<file path="config.mk">
export PLATFORM = sky130hd
export DESIGN_NAME = secded_guard
export DESIGN_NICKNAME = d
export VERILOG_FILES = /design/src/rtl/secded_pkg.sv /design/src/rtl/secded_encoder.sv /design/src/rtl/secded_checker.sv /design/src/rtl/secded_err_log.sv /design/src/rtl/secded_guard.sv
export SDC_FILE = /design/constraint.sdc
export NUM_CORES = 1
export LEC_CHECK = 0
export ABC_AREA = 0
export BUFFER_PORTS_ARGS = -buffer_cell sky130_fd_sc_hd__buf_2
export CORE_ASPECT_RATIO = 1.75
export CORE_UTILIZATION = 45
export CTS_BUF_LIST = sky130_fd_sc_hd__clkbuf_4 sky130_fd_sc_hd__clkbuf_8 sky130_fd_sc_hd__clkbuf_16
export DETAILED_ROUTE_END_ITERATION = 6
export GPL_ROUTABILITY_DRIVEN = 1
export PLACE_DENSITY = 0.68
export SLEW_MARGIN = 20
export SYNTH_ARGS = -nofsm -noshare
export SYNTH_HDL_FRONTEND = slang
export SYNTH_SLANG_ARGS = --single-unit
export TNS_END_PERCENT = 1
</file>
<file path="constraint.sdc">
create_clock -name clk -period 4 [get_ports clk]
set_input_delay 0.4 -clock clk [delete_from_list [all_inputs] [get_ports clk]]
set_output_delay 0.4 -clock clk [all_outputs]
set_load 0.02 [all_outputs]
</file>
<file path="src/rtl/secded_pkg.sv">
// Shared constants and code helpers for the (72,64) extended Hamming code.
// Assumes positions 1..CW_W-1 hold the Hamming code and position 0 holds
// the overall parity bit.
package secded_pkg;
    parameter int DATA_W = 64;
    parameter int SYN_W  = 7;
    parameter int CHK_W  = SYN_W + 1;
    parameter int CW_W   = DATA_W + CHK_W;

    // True when p is a power of two (a Hamming check position)
    function automatic logic is_pow2(input int p);
        return (p != 0) && ((p & (p - 1)) == 0);
    endfunction

    // Scatter data bits into the non-check positions, check bits left zero
    function automatic logic [CW_W-1:0] place_data(input logic [DATA_W-1:0] d);
        logic [CW_W-1:0] cw;
        int j;
        cw = '0;
        j = 0;
        for (int p = 1; p < CW_W; p++) begin
            if (!is_pow2(p)) begin
                cw[p] = d[j];
                j++;
            end
        end
        return cw;
    endfunction

    // Gather data bits back from the non-check positions
    function automatic logic [DATA_W-1:0] pick_data(input logic [CW_W-1:0] cw);
        logic [DATA_W-1:0] d;
        int j;
        d = '0;
        j = 0;
        for (int p = 1; p < CW_W; p++) begin
            if (!is_pow2(p)) begin
                d[j] = cw[p];
                j++;
            end
        end
        return d;
    endfunction

    // XOR of the indices of all set bits in positions 1..CW_W-1
    function automatic logic [SYN_W-1:0] ham_syndrome(input logic [CW_W-1:0] cw);
        logic [SYN_W-1:0] s;
        s = '0;
        for (int p = 1; p < CW_W; p++) begin
            if (cw[p]) s = s ^ SYN_W'(p);
        end
        return s;
    endfunction
endpackage

</file>
<file path="src/rtl/secded_encoder.sv">
// Write-side encoder: builds the 72-bit codeword from a 64-bit data word.
// Assumes one word per cycle at most. Output is registered (1 cycle).
module secded_encoder
    import secded_pkg::*;
(
    input  logic              clk,
    input  logic              rst_n,
    input  logic              in_valid,
    input  logic [DATA_W-1:0] in_data,
    output logic              out_valid,
    output logic [CW_W-1:0]   out_word
);
    logic [CW_W-1:0]  cw_c;
    logic [SYN_W-1:0] chk_c;

    // Place data, fill check bits so the syndrome is zero, then overall parity
    always_comb begin
        cw_c  = place_data(in_data);
        chk_c = ham_syndrome(cw_c);
        for (int k = 0; k < SYN_W; k++) begin
            cw_c[1 << k] = chk_c[k];
        end
        cw_c[0] = ^cw_c[CW_W-1:1];
    end

    // Output register stage
    always_ff @(posedge clk) begin
        if (!rst_n) begin
            out_valid <= 1'b0;
            out_word  <= '0;
        end else begin
            out_valid <= in_valid;
            if (in_valid) out_word <= cw_c;
        end
    end
endmodule

</file>
<file path="src/rtl/secded_checker.sv">
// Read-side checker: computes the syndrome, repairs a single flipped bit and
// classifies the error. Output is registered (1 cycle). The flags are only
// high when the matching output is valid.
module secded_checker
    import secded_pkg::*;
#(
    parameter int ADDR_W = 32
) (
    input  logic              clk,
    input  logic              rst_n,
    input  logic              in_valid,
    input  logic [ADDR_W-1:0] in_addr,
    input  logic [CW_W-1:0]   in_word,
    output logic              out_valid,
    output logic [DATA_W-1:0] out_data,
    output logic              out_single,
    output logic              out_double,
    output logic [ADDR_W-1:0] out_addr,
    output logic [CHK_W-1:0]  out_syn
);
    localparam int MAX_POS = CW_W - 1;

    logic [SYN_W-1:0] syn_c;
    logic             odd_c;
    logic             single_c;
    logic             double_c;
    logic [CW_W-1:0]  fixed_c;

    // Syndrome, overall parity and classification
    always_comb begin
        syn_c    = ham_syndrome(in_word);
        odd_c    = ^in_word;
        single_c = odd_c && (int'(syn_c) <= MAX_POS);
        double_c = (!odd_c && (syn_c != '0)) || (odd_c && (int'(syn_c) > MAX_POS));
        fixed_c  = in_word;
        if (single_c) fixed_c[syn_c] = ~in_word[syn_c];
    end

    // Output register stage
    always_ff @(posedge clk) begin
        if (!rst_n) begin
            out_valid  <= 1'b0;
            out_data   <= '0;
            out_single <= 1'b0;
            out_double <= 1'b0;
            out_addr   <= '0;
            out_syn    <= '0;
        end else begin
            out_valid  <= in_valid;
            out_single <= in_valid && single_c;
            out_double <= in_valid && double_c;
            if (in_valid) begin
                out_data <= pick_data(fixed_c);
                out_addr <= in_addr;
                out_syn  <= {odd_c, syn_c};
            end
        end
    end
endmodule

</file>
<file path="src/rtl/secded_err_log.sv">
// First-error capture register and its IO-read snapshot port.
// Assumes err_in is aligned with addr_in/syn_in. A clear in the same
// cycle as an error still captures that error.
module secded_err_log
    import secded_pkg::*;
#(
    parameter int ADDR_W = 32
) (
    input  logic              clk,
    input  logic              rst_n,
    input  logic              err_in,
    input  logic [ADDR_W-1:0] addr_in,
    input  logic [CHK_W-1:0]  syn_in,
    input  logic              clear,
    input  logic              rd_req,
    output logic              hold_valid,
    output logic [ADDR_W-1:0] hold_addr,
    output logic [CHK_W-1:0]  hold_syn,
    output logic              rd_ack,
    output logic              rd_valid,
    output logic [ADDR_W-1:0] rd_addr,
    output logic [CHK_W-1:0]  rd_syn
);
    logic take_c;

    // Capture only when empty or being cleared
    always_comb take_c = err_in && (!hold_valid || clear);

    // Capture register
    always_ff @(posedge clk) begin
        if (!rst_n) begin
            hold_valid <= 1'b0;
            hold_addr  <= '0;
            hold_syn   <= '0;
        end else begin
            if (take_c) begin
                hold_valid <= 1'b1;
                hold_addr  <= addr_in;
                hold_syn   <= syn_in;
            end else if (clear) begin
                hold_valid <= 1'b0;
            end
        end
    end

    // IO-read snapshot
    always_ff @(posedge clk) begin
        if (!rst_n) begin
            rd_ack   <= 1'b0;
            rd_valid <= 1'b0;
            rd_addr  <= '0;
            rd_syn   <= '0;
        end else begin
            rd_ack <= rd_req;
            if (rd_req) begin
                rd_valid <= hold_valid;
                rd_addr  <= hold_addr;
                rd_syn   <= hold_syn;
            end
        end
    end
endmodule

</file>
<file path="src/rtl/secded_guard.sv">
// Top: encoder on the write path, checker on the read path, and first-error
// capture fed from the checker's registered flags (capture lags flags by 1).
module secded_guard
    import secded_pkg::*;
#(
    parameter int ADDR_W = 32
) (
    input  logic              clk,
    input  logic              rst_n,
    input  logic              wr_valid,
    input  logic [63:0]       wr_data,
    output logic              enc_valid,
    output logic [71:0]       enc_word,
    input  logic              rd_valid,
    input  logic [ADDR_W-1:0] rd_addr,
    input  logic [71:0]       rd_word,
    output logic              cor_valid,
    output logic [63:0]       cor_data,
    output logic              err_single,
    output logic              err_double,
    input  logic              log_clear,
    output logic              log_valid,
    input  logic              io_rd_req,
    output logic              io_rd_ack,
    output logic              io_rd_valid,
    output logic [ADDR_W-1:0] io_rd_addr,
    output logic [7:0]        io_rd_syn
);
    logic [ADDR_W-1:0] chk_addr;
    logic [CHK_W-1:0]  chk_syn;
    logic [ADDR_W-1:0] log_addr;
    logic [CHK_W-1:0]  log_syn;
    logic              any_err;

    // Either error class triggers capture
    always_comb any_err = err_single || err_double;

    secded_encoder u_enc (
        .clk       (clk),
        .rst_n     (rst_n),
        .in_valid  (wr_valid),
        .in_data   (wr_data),
        .out_valid (enc_valid),
        .out_word  (enc_word)
    );

    secded_checker #(.ADDR_W(ADDR_W)) u_chk (
        .clk        (clk),
        .rst_n      (rst_n),
        .in_valid   (rd_valid),
        .in_addr    (rd_addr),
        .in_word    (rd_word),
        .out_valid  (cor_valid),
        .out_data   (cor_data),
        .out_single (err_single),
        .out_double (err_double),
        .out_addr   (chk_addr),
        .out_syn    (chk_syn)
    );

    secded_err_log #(.ADDR_W(ADDR_W)) u_log (
        .clk        (clk),
        .rst_n      (rst_n),
        .err_in     (any_err),
        .addr_in    (chk_addr),
        .syn_in     (chk_syn),
        .clear      (log_clear),
        .rd_req     (io_rd_req),
        .hold_valid (log_valid),
        .hold_addr  (log_addr),
        .hold_syn   (log_syn),
        .rd_ack     (io_rd_ack),
        .rd_valid   (io_rd_valid),
        .rd_addr    (io_rd_addr),
        .rd_syn     (io_rd_syn)
    );
endmodule

</file>
==> metrics.txt <==
status completed; Worst R2R Start u_log.hold_valid; Main synth FF type dfxtp_1; WL per Instance 21.0 µm; Async SR Flop Fraction 0%; 1st-iter DRT viols 482; Max Root-Sink Buffers 3; Ys Warns 0; most used cell, CP xnor2_1; maximum vdd drop 516 µV; reg2reg end u_log.hold_addr[27]; global-route wire length before repair around 70 mm; I/O Buffers 356; Slowest-stage cell, CP a2111oi_1; WL final 46.9 mm; initial antenna violation count 3; Die Span X 132 µm; Post-synth EDFFs 0; top-count cell post-synth dfxtp_1; # DRC 0; worst reg2reg path depth 4; Area contributors post-synth dfxtp_1, xnor2_1, mux2i_1; largest net degree at the start of global routing 98; Psw ~5.5 mW; buffers and inverters on the worst path 2; WP data required 4460 ps; RSZ-0062 raised after global routing no; IO Count 357; Pins Over Slew Limit 0; pwr/cell area 748 nW/µm²; Critical path origin rd_word[65]; First-pass DRT Iterations 6; post-synth net total approximately 1600; delay of the slowest critical-path stage 800 ps; Setup violations, final 0; Reg clk slew, reported paths 70 ps; cts bufs inserted 25; final worst slack around 350 ps; Setup WS pre-CTS -388 ps; DP HPWL approximately 36 mm; part of the cycle the worst path needs between 90% and 100%; Overflow after GRT 0; total chip power 12.5 mW; crit end category flip-flop; relative slew slack 27.2%; critical path class input pin to flip-flop; Final Hold Vio Count 0; Worst R2R Setup Slack roughly 2200 ps; Levels on crit path 13; layout cells sized above 1 29.2%; CP top delay family XOR/XNOR gates; Final min period between 3000 and 4000 ps; worst-path fanout max 9; Synth area leader dfxtp_1; Net Sw Frac 43.8%; maxcap violations 0; top cell type's share of synthesized area 39.8%; Final GP Congestion 0.967; die footprint 30100 µm²; CTS Sinks 263; nets 2008; synth cell count leaders dfxtp_1, xnor2_1, nor2_1, mux2i_1, nand2_1; synthesized cell area 13200 µm²; htree depth 1; clock share of power 19.4%; Internal roughly 7.0 mW; Initial Util 46.0%; latest clock arrival within the worst-skew pair 540 ps; via count approximately 12000; CTS Root Buffer Type clkbuf_16; Die Y 229 µm; measured slew at the worst slew-check pin 1090 ps; CP Launch Type input pin; Core Region approximately 29000 µm²; Setup Skew 11.2 ps; sequential power share 23.6%; Synth Instances 1431; register area share after synthesis 39.8%; DR vias/cell 5.29; row count 82; post-synthesis register bit count 263; GRT Util Overall 30.7%; FILL cells 2680; achievable frequency 0.274 GHz; Post-CTS Setup Repair Bufs 0; HP Class input pin to flip-flop; syn_area_per_cell 9.24 µm²; CTS tree done; Comb pwr share 57.1%; layout overhead on the synthesized area 26.8%; Critical Path AT 4110 ps; vias in the first global route between 10000 and 15000; post-synth cell types 60; crit path to u_chk.out_data[13]; CP cell instances buf_2 > xnor2_1 > xnor2_1 > xnor2_1 > xnor3_2 > xor2_2 > nor3_1 > or2_1 > a32oi_1 > a2111oi_1 > a21oi_1 > buf_4 > o22ai_1; leakage power 7.62 nW; antenna-violating nets left 0
## area by class of cell
type	instances	area, µm²	area share (%)
tap	378	473	2.82
timing repair buffer	454	2550	15.2
clock inverter	17	175	1.04
sequential	263	5270	31.4
antenna	2	5.00	0.0298
inverter	13	53.8	0.321
multi-input combinational	1077	7600	45.3
clock buffer	29	656	3.91
## how the worst min path moves through the flow
| stage | slack [ps] | startpoint | cells after the start | to |
|---|---|---|---|---|
| CTS | 80 | rd_addr[13] | 3 | u_chk.out_addr[13] |
| floorplan | 430 | u_chk.out_syn[0] | 2 | u_log.hold_syn[0] |
| global route | 80 | rd_addr[17] | 3 | u_chk.out_addr[17] |
| finish | 100 | rd_addr[17] | 3 | u_chk.out_addr[17] |
| detailed placement | 430 | u_chk.out_data[61] | 1 | u_chk.out_data[61] |
| global placement | 430 | u_chk.out_data[61] | 1 | u_chk.out_data[61] |
## stage by stage
stage / TNS, ps / hold slack [ps] / area [µm²] / instances / utilization (%)
after detailed placement: -3140 / 434 / 15900 / 2184 / 55.4
after floorplan: 0 / 428 / 13200 / 1431 / -
after global placement: -2170 / 432 / 15900 / 2184 / 55.4
after global routing: 0 / 84.9 / 16800 / 2232 / 58.4
final: 0 / 95.6 / 16800 / 2233 / 58.4
after CTS: 0 / 75.1 / 16800 / 2230 / 58.3
## cells by family (layout without fill, tap and decap cells)
kind of cell	count (synthesis)	after routing	synth area share, %
DFF	263	263	39.8
other	0	2	0
adders and majority gates	1	1	0.0757
and+or+nand+nor	442	442	14.2
xor gates and xnor gates	270	270	19.3
muxes	171	171	13.0
AOI/OAI and AO/OA	193	193	10.7
buffers and inverters	91	513	2.93
## routing by layer
| layer | vias up | track usage (%) | part of all wire, % |
|---|---|---|---|
| met5 | - | 0 | 0.026 |
| met4 | 2 | 20.2 | 7.1 |
| met3 | 140 | 4.66 | 5.3 |
| met2 | 456 | 58.9 | 53 |
| met1 | 5551 | 29.8 | 35 |
| li1 | 5661 | - | - |
## layout by cell type, fill, tap and decap left out, types with 9 or more instances in the layout
| cell | netlist | final |
|---|---|---|
| inv_1 | 13 | 12 |
| o211ai_1 | 9 | 9 |
| o21ai_0 | 13 | 13 |
| buf_2 | 4 | 354 |
| a211oi_1 | 12 | 12 |
| a221o_1 | 29 | 29 |
| mux2i_1 | 165 | 165 |
| dfxtp_1 | 263 | 263 |
| buf_4 | 1 | 98 |
| a21oi_1 | 57 | 57 |
| xnor2_2 | 14 | 13 |
| nand2_1 | 161 | 161 |
| o31ai_1 | 11 | 11 |
| a32oi_1 | 16 | 16 |
| nor2_1 | 195 | 193 |
| xnor2_1 | 211 | 211 |
| and2_1 | 29 | 29 |
| a21o_1 | 9 | 9 |
| xor2_1 | 38 | 38 |
| nand3_1 | 13 | 13 |
| nor3_1 | 17 | 17 |
| clkbuf_16 | 0 | 25 |
## tightest hold or removal path: stages
cell     delay (ps)
buf_2            80
mux2i_1          50
nor2_1           70
## timing repair
item	CTS	global route
resized for setup	0	1
hold buffers	0	0
setup endpoints to repair	0	2
## power groups by stage
stage	Clock, mW	Sequential [mW]	Combinational, mW
6_report	2.43	2.96	7.16
5_1_grt	2.58	2.98	7.57
4_1_cts	2.49	2.96	7.10
3_5_place_dp	0	3.01	7.07
3_3_place_gp	0	3.01	7.07
2_1_floorplan	0	3.17	4.14
## sequential cells by signal (all words and copies together) (netlist names)
| name | flops |
|---|---|
| u_log.rd_valid | 1 |
| u_chk.out_addr | 32 |
| u_log.rd_syn | 8 |
| u_enc.out_word | 72 |
| u_log.hold_valid | 1 |
| u_log.rd_addr | 32 |
| u_log.rd_ack | 1 |
| u_chk.out_valid | 1 |
| u_chk.out_syn | 8 |
| u_enc.out_valid | 1 |
| u_log.hold_syn | 8 |
| u_chk.out_single | 1 |
| u_chk.out_data | 64 |
| u_log.hold_addr | 32 |
| u_chk.out_double | 1 |
Power figures use the tool's default switching activity.
